==> config.mk <==
export PLATFORM = sky130hd
export DESIGN_NAME = pwTimeoutLatch
export DESIGN_NICKNAME = d
export VERILOG_FILES = /design/src/rtl/pwTimeoutPkg.sv /design/src/rtl/pwTimeoutCtrl.sv /design/src/rtl/pwErrLatch.sv /design/src/rtl/pwTimeoutLatch.sv
export SDC_FILE = /design/constraint.sdc
export NUM_CORES = 1
export LEC_CHECK = 0
export ABC_CLOCK_PERIOD_IN_PS = 2800
export BUFFER_PORTS_ARGS = -buffer_cell sky130_fd_sc_hd__buf_2
export CAP_MARGIN = 20
export CELL_PAD_IN_SITES_DETAIL_PLACEMENT = 2
export CELL_PAD_IN_SITES_GLOBAL_PLACEMENT = 2
export CORE_MARGIN = 2
export CORE_UTILIZATION = 26
export CTS_BUF_LIST = sky130_fd_sc_hd__clkbuf_2 sky130_fd_sc_hd__clkbuf_4 sky130_fd_sc_hd__clkbuf_8
export DETAILED_ROUTE_END_ITERATION = 10
export PLACE_DENSITY = 0.87
export RECOVER_POWER = 25
export SETUP_SLACK_MARGIN = 0.15
export SLEW_MARGIN = 25
export SYNTH_ARGS = -nofsm -noshare
export SYNTH_HDL_FRONTEND = slang
export SYNTH_SLANG_ARGS = --single-unit
==> constraint.sdc <==
create_clock -name clk -period 2.8 [get_ports clk]
set_clock_uncertainty 0.15 [all_clocks]
set_input_delay 0.14 -clock clk [delete_from_list [all_inputs] [get_ports clk]]
set_output_delay 0.14 -clock clk [all_outputs]
set_load 0.005 [all_outputs]
==> src/rtl/pwTimeoutPkg.sv <==
package pwTimeoutPkg;
  localparam int NUM_CAUSE = 5;
  localparam int NUM_EXT   = NUM_CAUSE - 2;
  localparam int ADDR_W    = 32;
  localparam int DATA_W    = 32;
  localparam int CSR_AW    = 5;
  localparam int COR_W     = 2;

  localparam logic [CSR_AW-1:0] OFS_MASK   = 5'h00;
  localparam logic [CSR_AW-1:0] OFS_COR    = 5'h04;
  localparam logic [CSR_AW-1:0] OFS_STATUS = 5'h08;
  localparam logic [CSR_AW-1:0] OFS_ADDR   = 5'h0C;
  localparam logic [CSR_AW-1:0] OFS_LIMIT  = 5'h10;

  // strobes from control to the latch datapath
  typedef struct packed {
    logic                 wrMask;
    logic                 wrCor;
    logic                 wrLimit;
    logic                 clrStatus;
    logic                 clrAddr;
    logic                 capAddr;
    logic [NUM_CAUSE-1:0] hit;
    logic [ADDR_W-1:0]    hitAddr;
  } latchStrobeT;
endpackage

==> src/rtl/pwTimeoutCtrl.sv <==
module pwTimeoutCtrl
  import pwTimeoutPkg::*;
(
  input  logic                 clk,
  input  logic                 rstN,
  input  logic                 mPsel,
  input  logic                 mPenable,
  input  logic                 mPwrite,
  input  logic [ADDR_W-1:0]    mPaddr,
  input  logic                 sPready,
  input  logic                 sPslverr,
  input  logic [NUM_EXT-1:0]   extErr,
  input  logic [ADDR_W-1:0]    extErrAddr,
  input  logic                 csrWrEn,
  input  logic                 csrRdEn,
  input  logic [CSR_AW-1:0]    csrAddr,
  input  logic [NUM_CAUSE-1:0] statusQ,
  input  logic [NUM_CAUSE-1:0] maskQ,
  input  logic [COR_W-1:0]     corQ,
  input  logic [DATA_W-1:0]    limitQ,
  output logic                 mPready,
  output logic                 mPslverr,
  output latchStrobeT          strobe
);
  logic [DATA_W-1:0]    cntQ;
  logic                 accW, stallNow, limitOn, timeoutNow, epErr;
  logic [NUM_CAUSE-1:0] hit, pendEff;
  logic [ADDR_W-1:0]    causeAddr [NUM_CAUSE];
  logic                 clrStatus;

  assign accW       = mPsel & mPenable & mPwrite;
  assign stallNow   = accW & ~sPready;
  assign limitOn    = |limitQ;
  assign timeoutNow = stallNow & limitOn & (cntQ == limitQ - DATA_W'(1));
  assign epErr      = accW & sPready & sPslverr;

  // stalled access cycles seen so far; any other cycle restarts it
  always_ff @(posedge clk or negedge rstN) begin
    if (!rstN)                       cntQ <= '0;
    else if (stallNow && !timeoutNow) cntQ <= (&cntQ) ? cntQ : cntQ + DATA_W'(1);
    else                             cntQ <= '0;
  end

  assign mPready  = sPready | timeoutNow;
  assign mPslverr = timeoutNow | sPslverr;

  assign hit = {extErr, epErr, timeoutNow};

  assign causeAddr[0] = mPaddr;
  assign causeAddr[1] = mPaddr;
  for (genvar g = 2; g < NUM_CAUSE; g++) begin : g_extAddr
    assign causeAddr[g] = extErrAddr;
  end

  assign clrStatus = csrRdEn && (csrAddr == OFS_STATUS) && corQ[0];
  assign pendEff   = clrStatus ? '0 : (statusQ & ~maskQ);

  always_comb begin
    strobe           = '0;
    strobe.wrMask    = csrWrEn && (csrAddr == OFS_MASK);
    strobe.wrCor     = csrWrEn && (csrAddr == OFS_COR);
    strobe.wrLimit   = csrWrEn && (csrAddr == OFS_LIMIT);
    strobe.clrStatus = clrStatus;
    strobe.clrAddr   = csrRdEn && (csrAddr == OFS_ADDR) && corQ[1];
    strobe.hit       = hit;
    strobe.capAddr   = (|hit) && (pendEff == '0);
    for (int i = NUM_CAUSE - 1; i >= 0; i--) begin
      if (hit[i]) strobe.hitAddr = causeAddr[i];
    end
  end
endmodule

==> src/rtl/pwErrLatch.sv <==
module pwErrLatch
  import pwTimeoutPkg::*;
#(
  parameter logic [DATA_W-1:0] LIMIT_RST = 32'h2000,
  parameter logic [COR_W-1:0]  COR_RST   = 2'b11
) (
  input  logic                 clk,
  input  logic                 rstN,
  input  latchStrobeT          strobe,
  input  logic                 csrRdEn,
  input  logic [CSR_AW-1:0]    csrAddr,
  input  logic [DATA_W-1:0]    csrWdata,
  output logic [NUM_CAUSE-1:0] statusQ,
  output logic [NUM_CAUSE-1:0] maskQ,
  output logic [COR_W-1:0]     corQ,
  output logic [DATA_W-1:0]    limitQ,
  output logic [NUM_CAUSE-1:0] trigOut,
  output logic                 irq,
  output logic [DATA_W-1:0]    csrRdata
);
  logic [ADDR_W-1:0] errAddrQ;

  always_ff @(posedge clk or negedge rstN) begin
    if (!rstN) begin
      maskQ    <= '0;
      corQ     <= COR_RST;
      limitQ   <= LIMIT_RST;
      statusQ  <= '0;
      errAddrQ <= '0;
      trigOut  <= '0;
    end else begin
      if (strobe.wrMask)  maskQ  <= csrWdata[NUM_CAUSE-1:0];
      if (strobe.wrCor)   corQ   <= csrWdata[COR_W-1:0];
      if (strobe.wrLimit) limitQ <= csrWdata;
      statusQ <= (strobe.clrStatus ? '0 : statusQ) | strobe.hit;
      if (strobe.capAddr)      errAddrQ <= strobe.hitAddr;
      else if (strobe.clrAddr) errAddrQ <= '0;
      trigOut <= strobe.hit;
    end
  end

  assign irq = |(statusQ & ~maskQ);

  always_comb begin
    csrRdata = '0;
    if (csrRdEn) begin
      case (csrAddr)
        OFS_MASK:   csrRdata = DATA_W'(maskQ);
        OFS_COR:    csrRdata = DATA_W'(corQ);
        OFS_STATUS: csrRdata = DATA_W'(statusQ);
        OFS_ADDR:   csrRdata = DATA_W'(errAddrQ);
        OFS_LIMIT:  csrRdata = limitQ;
        default:    csrRdata = '0;
      endcase
    end
  end
endmodule

==> src/rtl/pwTimeoutLatch.sv <==
module pwTimeoutLatch
  import pwTimeoutPkg::*;
#(
  parameter logic [DATA_W-1:0] LIMIT_RST = 32'h2000
) (
  input  logic                 clk,
  input  logic                 rstN,
  input  logic                 mPsel,
  input  logic                 mPenable,
  input  logic                 mPwrite,
  input  logic [ADDR_W-1:0]    mPaddr,
  input  logic [DATA_W-1:0]    mPwdata,
  output logic [DATA_W-1:0]    mPrdata,
  output logic                 mPready,
  output logic                 mPslverr,
  output logic                 sPsel,
  output logic                 sPenable,
  output logic                 sPwrite,
  output logic [ADDR_W-1:0]    sPaddr,
  output logic [DATA_W-1:0]    sPwdata,
  input  logic [DATA_W-1:0]    sPrdata,
  input  logic                 sPready,
  input  logic                 sPslverr,
  input  logic [NUM_EXT-1:0]   extErr,
  input  logic [ADDR_W-1:0]    extErrAddr,
  input  logic                 csrWrEn,
  input  logic                 csrRdEn,
  input  logic [CSR_AW-1:0]    csrAddr,
  input  logic [DATA_W-1:0]    csrWdata,
  output logic [DATA_W-1:0]    csrRdata,
  output logic [NUM_CAUSE-1:0] trigOut,
  output logic                 irq
);
  latchStrobeT          strobe;
  logic [NUM_CAUSE-1:0] statusQ, maskQ;
  logic [COR_W-1:0]     corQ;
  logic [DATA_W-1:0]    limitQ;

  assign sPsel    = mPsel;
  assign sPenable = mPenable;
  assign sPwrite  = mPwrite;
  assign sPaddr   = mPaddr;
  assign sPwdata  = mPwdata;
  assign mPrdata  = sPrdata;

  pwTimeoutCtrl u_ctrl (
    .clk(clk), .rstN(rstN), .mPsel(mPsel), .mPenable(mPenable), .mPwrite(mPwrite),
    .mPaddr(mPaddr), .sPready(sPready), .sPslverr(sPslverr), .extErr(extErr),
    .extErrAddr(extErrAddr), .csrWrEn(csrWrEn), .csrRdEn(csrRdEn), .csrAddr(csrAddr),
    .statusQ(statusQ), .maskQ(maskQ), .corQ(corQ), .limitQ(limitQ),
    .mPready(mPready), .mPslverr(mPslverr), .strobe(strobe)
  );

  pwErrLatch #(.LIMIT_RST(LIMIT_RST)) u_latch (
    .clk(clk), .rstN(rstN), .strobe(strobe), .csrRdEn(csrRdEn), .csrAddr(csrAddr),
    .csrWdata(csrWdata), .statusQ(statusQ), .maskQ(maskQ), .corQ(corQ),
    .limitQ(limitQ), .trigOut(trigOut), .irq(irq), .csrRdata(csrRdata)
  );
endmodule

Word-level counts from Yosys, hierarchy flattened
Cells that the tools add are included.

Flip-flop bits (word level): 113. Bits in latches: 0. Memory bits (writable): 0. Memory bits (read-only): 0. Output and inout bits: 139. Word-level logic and storage cells: 58. Memories: 0.

Add/subtract/negate cells: 2. Multiply operators: 0. Div/mod/pow operators: 0. $lt $le $gt $ge: 0. Eq/ne operators: 6. Shift operators: 0. Mux-type cells: 13. Bitwise gates (word level): 13. Reductions and logical operators: 17.

Operators by type and width (number): 32-bit two-way mux (10); 32-bit case mux with 5 select lines (1); 32-bit by 1-bit adder with 32-bit output (second input constant) (1); 32-bit equality test (1); 32-bit AND reduction (1); 32-bit OR reduction (1); 32-bit by 1-bit subtractor with 32-bit output (second input constant) (1); 5-bit by 4-bit equality test with 1-bit output (second input constant) (2); 5-bit zero test (2); 5-bit two-way mux (2); 5-bit OR reduction (2); 1-bit logical AND (9); 1-bit bitwise AND (7); 5-bit bitwise AND (1); 5-bit by 3-bit equality test with 1-bit output (second input constant) (1); 5-bit equality test (second input constant) (1); 5-bit NOT (1); 5-bit OR (1); 2-bit inequality test (second input constant) (1); 1-bit OR (2); 2-bit nonzero test (1); 1-bit zero test (1); 1-bit NOT (1).

Logic depth before layout (Yosys ltp)
Gate-level depths: netlist of the first run.

Depth in word-level cells: 8. Mapped depth: 13.

Hierarchy
Synthesis of the first run repeated with hierarchy kept, for this count alone.

Cell total of the unflattened synthesis: 923. Area, all modules: 8420.6 µm².

By module, submodules not included: pwErrLatch (instances 1, cells an instance 373, area each 3917.5 µm², seq. area each 2030.7 µm²); pwTimeoutCtrl (instances 1, cells an instance 451, area each 3759.9 µm², seq. area each 800.8 µm²); pwTimeoutLatch (instances 1, cells an instance 99, area each 743.2 µm², seq. area each 0.0 µm²).

Least setup slack after synthesis of the first run
OpenSTA, ideal clock, no wires.

Path kind: register to register. From: register u_latch.limitQ[5]. To: register u_ctrl.cntQ[2]. Library setup time: 120 ps. Data arrival time: 2728 ps. Data required time: 2530 ps. Path slack: -198 ps. Cell stages (with the launch flop): 12. Path buffers: 3. Cell sequence: dfrtp_1 > nor4_1 > buf_4 > nand4_2 > nor4_4 > a221oi_2 > or3_1 > a2111oi_4 > buf_4 > or2b_2 > buf_6 > nor2_1.

Word-level cells in the longest chain between the ends: 6. Elaborated cells between the ends (all ways): 9. Those cells by class: add/sub: 1; eq/ne: 2; mux: 1; bitwise: 2; reduce/logical: 3.

RTL lines: start, declared (RTL line pwErrLatch.sv:16) `output logic [DATA_W-1:0] limitQ,`; start signal, assigned (RTL line pwErrLatch.sv:34) `if (strobe.wrLimit) limitQ <= csrWdata;`; 32-bit by 1-bit subtractor with 32-bit output or 32-bit OR reduction (tied branches) (RTL line pwTimeoutCtrl.sv:34, pwTimeoutCtrl.sv:33); 32-bit equality test or 1-bit bitwise AND (tied branches) (RTL line pwTimeoutCtrl.sv:34) `assign timeoutNow = stallNow & limitOn & (cntQ == limitQ - DATA_W'(1));`; 1-bit bitwise AND (*) (RTL line pwTimeoutCtrl.sv:34); 1-bit zero test (*) (RTL line pwTimeoutCtrl.sv:40) `else if (stallNow && !timeoutNow) cntQ <= (&cntQ) ? cntQ : cntQ + DATA_W'(1);`; 1-bit logical AND (*) (RTL line pwTimeoutCtrl.sv:40); 2-bit inequality test (no line) or 32-bit two-way mux (tied branches); end signal, assigned (RTL line pwTimeoutCtrl.sv:40); end, declared (RTL line pwTimeoutCtrl.sv:25) `logic [DATA_W-1:0] cntQ;`.

Every way passes the cells marked *; elsewhere a longest branch is shown, timed or not. A chain may end at the register's enable or synchronous reset.

Worst setup path in the final report of the first run
From: register u_latch.limitQ[5]. To: output mPslverr.

Word-level cells in the longest chain between the ends: 4. Elaborated cells between the ends (all ways): 6. Those cells by class: add/sub: 1; eq/ne: 1; bitwise: 3; reduce/logical: 1.

RTL lines: 32-bit by 1-bit subtractor with 32-bit output or 32-bit OR reduction (tied branches) (RTL line pwTimeoutCtrl.sv:34, pwTimeoutCtrl.sv:33); 32-bit equality test or 1-bit bitwise AND (tied branches) (RTL line pwTimeoutCtrl.sv:34); 1-bit bitwise AND (*) (RTL line pwTimeoutCtrl.sv:34); 1-bit OR (*) (RTL line pwTimeoutCtrl.sv:45) `assign mPslverr = timeoutNow | sPslverr;`; end, declared (RTL line pwTimeoutLatch.sv:15) `output logic mPslverr,`.

Marks and branches as above.

==> metrics, run 1 <==
yosys synthesis warning count=0; Tot Pwr=6266 uW; first-pass GRT wire length=67.20 mm; top_reg_cell synth=dfrtp_1; final count of hold timing violations=0; Mapped Area=7812 sq um; crit end category=output pin; Tot GR Track Use=28.57%; P_leak=0.004935 uW; Die Ht=177.3 um; CP most frequent cell=buf_4; simple-gate area share of the yosys netlist=19.11%; Fill cells=3,175; clk root buf=clkbuf_8; Final Critical Period=4005 ps; FMAX=249.7 MHz; PortBufs=187; status=finished with violations; XOR/XNOR Fraction of Synth Area=8.072%; Avg Cell Area, Syn=9.011 sq um; Critical Path RT=2510 ps; fin. max-slew vios=0; MaxCap Viol Count=0; GP Congestion=0.9171; setup slack after layout=-1205 ps; Die Width=177.3 um; area of the multi-input gates=4161 sq um; Synth Register Bits=113; Post-synth EDFFs=0; final non-filler cell total=1,593; clock sink count=113; crit path cell chain=nor4_4, buf_6, buf_4, nand4_1, xnor2_2, a21oi_2, nor4_2, nand3_1, a2111oi_4, buf_4, or2_2, buf_2; pin count of the biggest net entering global routing=65; Min-Delay Path Class=primary input to flip-flop; Mapped Cells=867; crit path max fanout=7; DIE AREA=31,450 sq um; FF+latch area=2839 sq um; Area Overhead vs Synth=48.91%; initial antenna violation count=1; unrepaired setup endpoints after global routing=yes; mux cell area share after synthesis=6.054%; Worst Path Arrival=3720 ps; DP HPWL=24.77 mm; Max clock buf depth=2; Clk pin slew, worst setup/hold paths=70 ps; H-tree depth=4; Setup crit start kind=flip-flop; GRT overflow=0; setup TNS=-72,270 ps; CTS Buf Count=17; Peak VDD IR=0.3987 mV; Adder-Cell Fraction of Synth Area=0.3203%; placed insts=1,399; CP delay by family, top=simple AND/OR/NAND/NOR gates; Iter 0 DRT Violations=895; Routed WL per cell=32.23 um; Final #Nets=1,368; vias per cell=5.931; failing checks=negative setup slack; DR pass1 iterations=6; Final period util=143.0%; # rows=63; Clock Latency Late Sink=510 ps; Compound-Gate Fraction of Synth Area=16.19%; slowest stage cell, crit path=dfrtp_1; Mapped Nets=1,046; largest family of logic cells by synthesized area=simple AND/OR/NAND/NOR gates; Initial Util=26.36%; Post-Place Worst Slack=-631.7 ps; max_slew headroom=3.263%; via count=9,448; wirelength, routed=51.34 mm; Ports=316; Buf/Inv on CP=4; Final Core Density=39.25%; TritonCTS clock tree=built; Critical Path Max Stage Delay=440 ps; vias in the first global route=10,130; power per cell area=538.6 nW/um^2; Async S/R FF share, synth=100.0%; Residual DRC=0; post-synthesis sequential area ratio=36.24%; number of routed nets with antenna violations=0; Yosys cell types=62; setup violators final=68; share of layout cells above drive strength 1=42.18%; Worst Tran Pin Value=1451 ps; critical path class=flip-flop to output pin; core area=29,640 sq um
==> report_power, final <==
part           switching [uW]  total [uW]  internal, uW
clock network             873        1890          1010
registers                 246        2050          1810
logic                    1260        2330          1060
==> registers in the layout, summed over array words and instances (netlist names) <==
register          flops
u_latch.statusQ       5
u_ctrl.cntQ          32
u_latch.limitQ       32
u_latch.errAddrQ     32
u_latch.corQ          2
u_latch.trigOut       5
u_latch.maskQ         5
==> metrics by stage <==
step,hold slack (ps),cell area (sq um)
2_1_floorplan,-305.6,7859
3_3_place_gp,80.14,9265
3_5_place_dp,100.9,9265
4_1_cts,22.18,11270
5_1_grt,58.85,11630
6_report,50.17,11630
==> logic make-up after synthesis <==
logic type                 Yosys count
DFF                                113
and+or+nand+nor                    282
xor gates and xnor gates            72
adders and majority gates            2
AOI/OAI and AO/OA                  179
buffers and inverters              177
muxes                               42
==> metal layers <==
layer  share of wire, %  routed length (um)  global-route usage (%)  vias up
met5                  0                   0                       0        -
met3                7.3                3724                   5.420      250
met4                7.2                3682                   16.29        0
li1                   -                   -                       -     3658
met1                 36               18510                   31.71     4815
met2                 50               25420                   50.99      725
==> synth_stat cells, drive strengths merged, types with 3 or more instances <==
master | number | area (sq um)
buf | 122 | 888.3
dfrtp | 110 | 2753
nor2 | 92 | 345.3
o211ai | 65 | 488.0
nand3 | 55 | 275.3
xnor2 | 43 | 376.6
clkbuf | 42 | 157.7
mux2 | 42 | 473.0
o21ai | 42 | 210.2
nand2 | 36 | 135.1
xor2 | 29 | 254.0
a22oi | 28 | 210.2
nor4 | 20 | 191.4
nor3 | 18 | 100.1
and3 | 14 | 87.58
inv | 13 | 48.80
a21oi | 10 | 50.05
and4 | 9 | 78.83
nand4 | 8 | 62.56
a222oi | 6 | 60.06
a21o | 5 | 37.54
a31oi | 5 | 31.28
nand3b | 5 | 37.54
nor2b | 4 | 25.02
and2 | 3 | 18.77
dfstp | 3 | 78.83
nand2b | 3 | 18.77
or2 | 3 | 18.77
==> worst paths after layout <==
| kind | from | to | slack (ps) | depth (start not counted) |
|---|---|---|---|---|
| min reg2reg | u_latch.maskQ[3] | u_latch.maskQ[3] | 370 | 1 |
| min | csrAddr[3] | u_latch.corQ[1] | 50 | 4 |
| max reg2reg | u_latch.limitQ[5] | u_latch.errAddrQ[5] | -1190 | 16 |
| max | u_latch.limitQ[5] | mPslverr | -1210 | 12 |
| max in group asynchronous | rstN | u_latch.limitQ[11] | 1130 | 2 |
| min in group asynchronous | rstN | u_ctrl.cntQ[14] | 400 | 2 |
==> repair_timing <==
item                       in CTS  in global routing
gates cloned                    5                  1
buffers inserted               35                 19
hold buffers                  101                  0
pin swaps                      13                 18
gates resized for setup        42                 49
setup endpoints to repair      68                 68
hold endpoints to repair      123                  0
==> cell usage in the layout (no fill, tap or decap), types with 7 or more instances in the layout <==
cell type | netlist | routed
dlygate4sd3_1 | 0 | 101
xor2_1 | 29 | 29
nand3_1 | 55 | 54
o21ai_0 | 41 | 36
a21oi_1 | 10 | 7
mux2_2 | 42 | 42
nor2_1 | 92 | 73
nor4_1 | 15 | 7
buf_2 | 5 | 179
a22oi_1 | 28 | 28
nor3_1 | 16 | 15
nand2_1 | 36 | 35
and3_1 | 14 | 13
dfrtp_1 | 110 | 104
clkbuf_8 | 0 | 19
buf_4 | 107 | 139
nor4_2 | 1 | 7
inv_1 | 13 | 13
buf_6 | 3 | 21
xnor2_1 | 43 | 41
o211ai_1 | 65 | 65
nor2_2 | 0 | 19
buf_12 | 0 | 12
and4_1 | 9 | 7
==> worst min-delay path, stage by stage <==
cell     delay [ps]
buf_2           130
nor2_1           90
nand2_1         130
mux2_2          160
==> cell type report <==
cell class	count	area share [%]
Timing Repair Buffer	467	31.35
Multi-Input combinational cell	577	35.77
Clock buffer	19	2.248
Inverter	13	0.4194
Sequential cell	113	24.40
Clock inverter	13	1.592
Tap cell	390	4.194
Antenna cell	1	0.02151
No activity file was read; power rests on OpenSTA's default activity.
==> inputs of run 2 (changes only) <==
--- a/config.mk
+++ b/config.mk
@@ -10,9 +10,11 @@
 export CAP_MARGIN = 20
 export CELL_PAD_IN_SITES_DETAIL_PLACEMENT = 2
 export CELL_PAD_IN_SITES_GLOBAL_PLACEMENT = 2
+export CORE_ASPECT_RATIO = 0.5
 export CORE_MARGIN = 2
 export CORE_UTILIZATION = 26
 export CTS_BUF_LIST = sky130_fd_sc_hd__clkbuf_2 sky130_fd_sc_hd__clkbuf_4 sky130_fd_sc_hd__clkbuf_8
+export CTS_CLUSTER_DIAMETER = 150
 export DETAILED_ROUTE_END_ITERATION = 10
 export PLACE_DENSITY = 0.87
 export RECOVER_POWER = 25
==> metrics, run 2 (same netlist as run 1, synthesis figures left out) <==
CTS Buf Count=17; number of routed nets with antenna violations=0; clk root buf=clkbuf_8; most frequent cells in the layout=178 x buf_2, 146 x buf_4, 104 x dfrtp_1, 101 x dlygate4sd3_1, 65 x o211ai_1; Die Width=249.1 um; fin. max-slew vios=49; initial antenna violation count=11; setup violators final=68; Critical Path RT=3000 ps; # rows=44; CP startpoint=u_latch.limitQ[19]; DR pass1 iterations=6; status=finished with violations; Final #Nets=1,369; crit path max fanout=5; DP HPWL=29.01 mm; FMAX=232.0 MHz; Peak VDD IR=0.2297 mV; Area Overhead vs Synth=52.19%; Ports=316; Die Ht=126.6 um; core area=29,290 sq um; wirelength, routed=60.53 mm; Clock Latency Late Sink=490 ps; GRT overflow=0; via count=10,180; vias per cell=6.369; Crit Reg-Reg Startpoint=u_latch.limitQ[19]; clock sink count=113; Tot GR Track Use=34.32%; setup TNS=-89,630 ps; pin count of the biggest net entering global routing=65; Largest regs=u_ctrl.cntQ: 32 flops, u_latch.errAddrQ: 32 flops, u_latch.limitQ: 32 flops; Fill cells=3,159; FF+latch area=2839 sq um; H-tree depth=4; area of the multi-input gates=4414 sq um; MaxCap Viol Count=1; share of layout cells above drive strength 1=43.96%; Placed Area=9351 sq um; setup slack after layout=-1510 ps; Post-Place Worst Slack=-700.0 ps; Setup crit start kind=flip-flop; GP Congestion=0.9106; Min-Delay Path Class=primary input to flip-flop; Max clock buf depth=2; power per cell area=536.7 nW/um^2; vias in the first global route=10,300; Clk pin slew, worst setup/hold paths=100 ps; DIE AREA=31,540 sq um; crit end category=flip-flop; Residual DRC=0; P_leak=0.004976 uW; Worst Tran Pin Value=1581 ps; max_slew headroom=-5.391%; Worst Path Arrival=4510 ps; Final Critical Period=4310 ps; Initial Util=26.67%; final count of hold timing violations=0; unrepaired setup endpoints after global routing=yes; PortBufs=187; critical path class=flip-flop to flip-flop; worst min-delay path startpoint=csrAddr[3]; most common cell after layout, fill and taps aside=buf_2; first-pass GRT wire length=78.72 mm; failing checks=max-capacitance violations, max-slew violations, negative setup slack; Final period util=153.9%; Finished Cell Area=11,890 sq um; Routed WL per cell=37.85 um; TritonCTS clock tree=built; Iter 0 DRT Violations=1,295
==> run 2: through the flow <==
stage	instances	utilization, %	total power, uW	hold slack [ps]
floorplan	867	-	2839	-305.6
global placement	1413	31.93	3539	64.05
detailed placement	1413	31.93	3692	92.08
CTS	1577	38.93	5766	10.89
global route	1596	40.57	6420	103.5
finish	1599	40.60	6381	92.36
==> run 2: what timing repair did <==
action                                  4_1_cts  5_1_grt
pin swaps                                    19       19
resized for setup                            51       87
setup buffers                                26       15
gates cloned                                  7        0
endpoints found under the setup margin       68       70
endpoints found under the hold margin       121        0
hold buffers                                101        0
==> run 2: critical path, cell delays in order, from the launching register on <==
cell and delay [ps]:
dfrtp_1 500, buf_4 230, nor4_4 380, nand4_1 330, buf_4 260, nor2_1 130
a31oi_2 120, or3_4 450, a2111oi_4 470, buf_4 250, buf_6 100, buf_6 100
buf_6 140, buf_12 130, o211ai_1 130, o211ai_1 270
==> run 2: worst paths after layout <==
check,endpoint,slack [ps],depth (start not counted)
worst max-delay path,u_latch.errAddrQ[29],-1510,15
worst min-delay path,u_latch.corQ[0],90,4
worst max register to register,u_latch.errAddrQ[29],-1510,15
worst min register to register,u_latch.maskQ[1],430,1
max in group asynchronous,u_latch.limitQ[18],950,2
min in group asynchronous,u_ctrl.cntQ[10],490,2
==> run 2: cell type report <==
type / count / share of cell area, %
clock inverters: 8 / 0.8839
well taps: 391 / 4.114
flip-flops and latches: 113 / 23.88
diodes: 7 / 0.1473
clock buffers: 22 / 2.494
repair buffers: 468 / 30.95
multi-input cells: 577 / 37.12
inverters: 13 / 0.4104
==> run 2: metal layers <==
layer  vias up  global-route usage [%]  part of all wire, %
li1       3651                       -                    -
met2      1048                   54.33                   42
met3       386                   8.742                   13
met5         -                       0                0.071
met4         6                   18.89                  7.4
met1      5093                   43.23                   37
==> run 2: where the power goes <==
part | switching [uW] | internal (uW) | total (uW)
Combinational | 1380 | 1040 | 2420
Clock | 928 | 888 | 1820
Sequential | 342 | 1800 | 2150
Total | 2650 | 3730 | 6380
==> inputs of run 3 (changes only) <==
--- a/config.mk
+++ b/config.mk
@@ -5,6 +5,7 @@
 export SDC_FILE = /design/constraint.sdc
 export NUM_CORES = 1
 export LEC_CHECK = 0
+export ABC_AREA = 1
 export ABC_CLOCK_PERIOD_IN_PS = 2800
 export BUFFER_PORTS_ARGS = -buffer_cell sky130_fd_sc_hd__buf_2
 export CAP_MARGIN = 20
@@ -12,11 +13,12 @@
 export CELL_PAD_IN_SITES_GLOBAL_PLACEMENT = 2
 export CORE_ASPECT_RATIO = 0.5
 export CORE_MARGIN = 2
-export CORE_UTILIZATION = 26
+export CORE_UTILIZATION = 24
 export CTS_BUF_LIST = sky130_fd_sc_hd__clkbuf_2 sky130_fd_sc_hd__clkbuf_4 sky130_fd_sc_hd__clkbuf_8
 export CTS_CLUSTER_DIAMETER = 150
+export CTS_CLUSTER_SIZE = 25
 export DETAILED_ROUTE_END_ITERATION = 10
-export PLACE_DENSITY = 0.87
+export PLACE_DENSITY = 0.86
 export RECOVER_POWER = 25
 export SETUP_SLACK_MARGIN = 0.15
 export SLEW_MARGIN = 25
==> metrics, run 3 <==
post-synthesis sequential area ratio=32.80%; most frequent cells in the layout=261 x nand2_1, 174 x buf_2, 146 x inv_1, 108 x buf_4, 98 x dlygate4sd3_1; final count of hold timing violations=0; Max clock buf depth=2; Residual DRC=0; DP HPWL=33.55 mm; Worst setup endpoint=u_ctrl.cntQ[24]; switch share=42.74%; area of the multi-input gates=5254 sq um; Post-synth EDFFs=0; P_leak=0.006289 uW; Final period util=121.5%; final non-filler cell total=2,070; Final Critical Period=3401 ps; share of layout cells above drive strength 1=38.05%; GRT overflow=0; Synth Register Bits=113; max_slew headroom=36.98%; Pint=3805 uW; yosys synthesis warning count=0; Mapped Area=8633 sq um; via count=11,880; DR pass1 iterations=5; Yosys cell types=42; Mapped Cells=1,266; Fill cells=4,128; Final #Nets=1,748; most common cell in the netlist=nand2_1; sequential share of power=32.1%; vias per cell=5.738; Iter 0 DRT Violations=1,602; Post-synth top cells=336 x nand2_1, 157 x inv_1, 138 x nor2_1; worst reg2reg setup slack=-600 ps; top-area cell type share of the netlist area=31.88%; Die Width=272.2 um; FMAX=294.0 MHz; Crit Reg-Reg Startpoint=u_latch.limitQ[0]; CTS Buf Count=17; FF+latch area=2848 sq um; CP startpoint=u_latch.limitQ[0]; R2R Path End=u_ctrl.cntQ[24]; TritonCTS clock tree=built; Area Overhead vs Synth=50.91%; Clk pin slew, worst setup/hold paths=120 ps; core area=35,680 sq um; Placed Area=10,020 sq um; Largest regs=u_ctrl.cntQ: 32 flops, u_latch.errAddrQ: 32 flops, u_latch.limitQ: 32 flops; Final Core Density=36.51%; failing checks=negative setup slack; pin count of the biggest net entering global routing=58; Die Ht=138.1 um; top_reg_cell synth=dfrtp_1; crit path max fanout=10; MaxCap Viol Count=0; Peak VDD IR=0.3676 mV; crit end category=flip-flop; setup slack after layout=-600.8 ps; Async S/R FF share, synth=100.0%; Routed WL per cell=32.58 um; Clock Latency Late Sink=530 ps; power per cell area=510.0 nW/um^2; Hold Slack=41.62 ps; clk root buf=clkbuf_8; ranking of synthesized cells by area=dfrtp_1 32%, nand2_1 15%, buf_4 8.9%; reg2reg path depth=19; Clk pwr share=32.9%; most common cell after layout, fill and taps aside=nand2_1; # rows=49; Tot GR Track Use=32.33%; Finished Cell Area=13,030 sq um; critical path class=flip-flop to flip-flop; GP Congestion=0.8958; first-pass GRT wire length=90.53 mm; Avg Cell Area, Syn=6.819 sq um; largest area contributor in the netlist=dfrtp_1; Worst Tran Pin Value=938.6 ps; clock sink count=113; wirelength, routed=67.45 mm; number of routed nets with antenna violations=0; PortBufs=187; Mapped Nets=1,445; initial antenna violation count=11; Comb pwr share=35.0%; Ports=316; fin. max-slew vios=0; H-tree depth=4; setup violators final=68; DIE AREA=37,600 sq um; Initial Util=24.20%; Setup crit start kind=flip-flop; unrepaired setup endpoints after global routing=yes; placed insts=1,895; Min-Delay Path Class=primary input to flip-flop; P_sw=2840 uW; Critical Path RT=3020 ps; vias in the first global route=12,740; Worst Path Arrival=3620 ps; status=finished with violations
==> run 3: cell types whose count changed after synthesis, sizes merged, moves of 19 or more <==
| cell | previous run | this run |
|---|---|---|
| nand2 | 36 | 343 |
| inv | 13 | 166 |
| o211ai | 65 | 0 |
| nor2 | 92 | 153 |
| nand3 | 55 | 111 |
| a21oi | 10 | 45 |
| xnor2 | 43 | 9 |
| nand4 | 8 | 41 |
| a22oi | 28 | 0 |
| mux2 | 42 | 18 |
| clkbuf | 42 | 23 |
==> run 3: layout make-up <==
type                       count  area share [%]
inverter                     168           5.119
clock buffer                  18           1.853
clock inverter                14           1.796
tap                          484           4.648
sequential                   113           21.86
antenna                        4         0.07683
multi-input combinational    851           40.32
timing repair buffer         418           24.33
==> run 3: worst min path at each step <==
stage | slack [ps] | start | to | depth (start not counted)
after floorplan | -310 | rstN | u_ctrl.cntQ[0] | 0
after global placement | 20 | rstN | u_latch.limitQ[31] | 1
final | 40 | mPaddr[2] | u_latch.errAddrQ[2] | 7
after detailed placement | 40 | rstN | u_latch.limitQ[31] | 1
after CTS | 10 | mPaddr[30] | u_latch.errAddrQ[30] | 5
after global routing | 9 | mPaddr[2] | u_latch.errAddrQ[2] | 7
==> run 3: cells by family (layout without fill, tap and decap cells) <==
| family | Yosys count | count (layout) | synth area share [%] |
|---|---|---|---|
| compound gates | 89 | 89 | 5.710 |
| xor+xnor | 36 | 36 | 3.652 |
| fa+ha+maj | 2 | 2 | 0.2898 |
| buf+inv | 302 | 618 | 17.91 |
| flops | 113 | 113 | 32.80 |
| mux | 18 | 18 | 2.348 |
| other cells | 0 | 4 | 0 |
| simple gates | 706 | 706 | 37.29 |
==> run 3: metrics by stage <==
step / power [uW] / setup slack, ps / setup TNS [ps]
floorplan: 2770 / 321.3 / 0
global placement: 3326 / -223.4 / -8390
detailed placement: 3450 / -478.2 / -23420
CTS: 5914 / -270.7 / -12570
global route: 6711 / -711.5 / -38990
finish: 6645 / -600.8 / -34380
==> run 3: power groups by stage <==
stage | Combinational (uW) | Sequential (uW) | Clock [uW]
2_1_floorplan | 830 | 1940 | 0
3_3_place_gp | 1330 | 1990 | 0
3_5_place_dp | 1440 | 2010 | 0
4_1_cts | 1850 | 2020 | 2040
5_1_grt | 2370 | 2120 | 2220
6_report | 2320 | 2130 | 2190
==> run 3: worst max-delay path: stages (launching register included) <==
cell	delay, ps
dfrtp_2	480
inv_4	100
buf_6	110
nand3_4	160
nor2_8	200
buf_6	140
nand2_4	70
nor2_4	150
inv_2	70
nand2_1	90
nand3_1	110
nand2_1	140
nor2_1	60
nand3_1	120
nor2_2	70
buf_4	150
nand3_4	100
nand2_4	90
bufbuf_16	320
nor3_1	340
==> run 3: layer usage <==
metal | share of wire (%) | track usage (%)
met5 | 0.089 | 0
met4 | 6.5 | 18.42
met3 | 10 | 9.137
met2 | 44 | 51.16
met1 | 39 | 39.55
==> run 3: what timing repair did <==
item	in CTS	in global routing
hold endpoints to repair	115	0
gates cloned	2	1
pin swaps	28	63
hold buffers	98	0
setup buffers	23	15
gates resized for setup	113	199
setup endpoints to repair	68	68
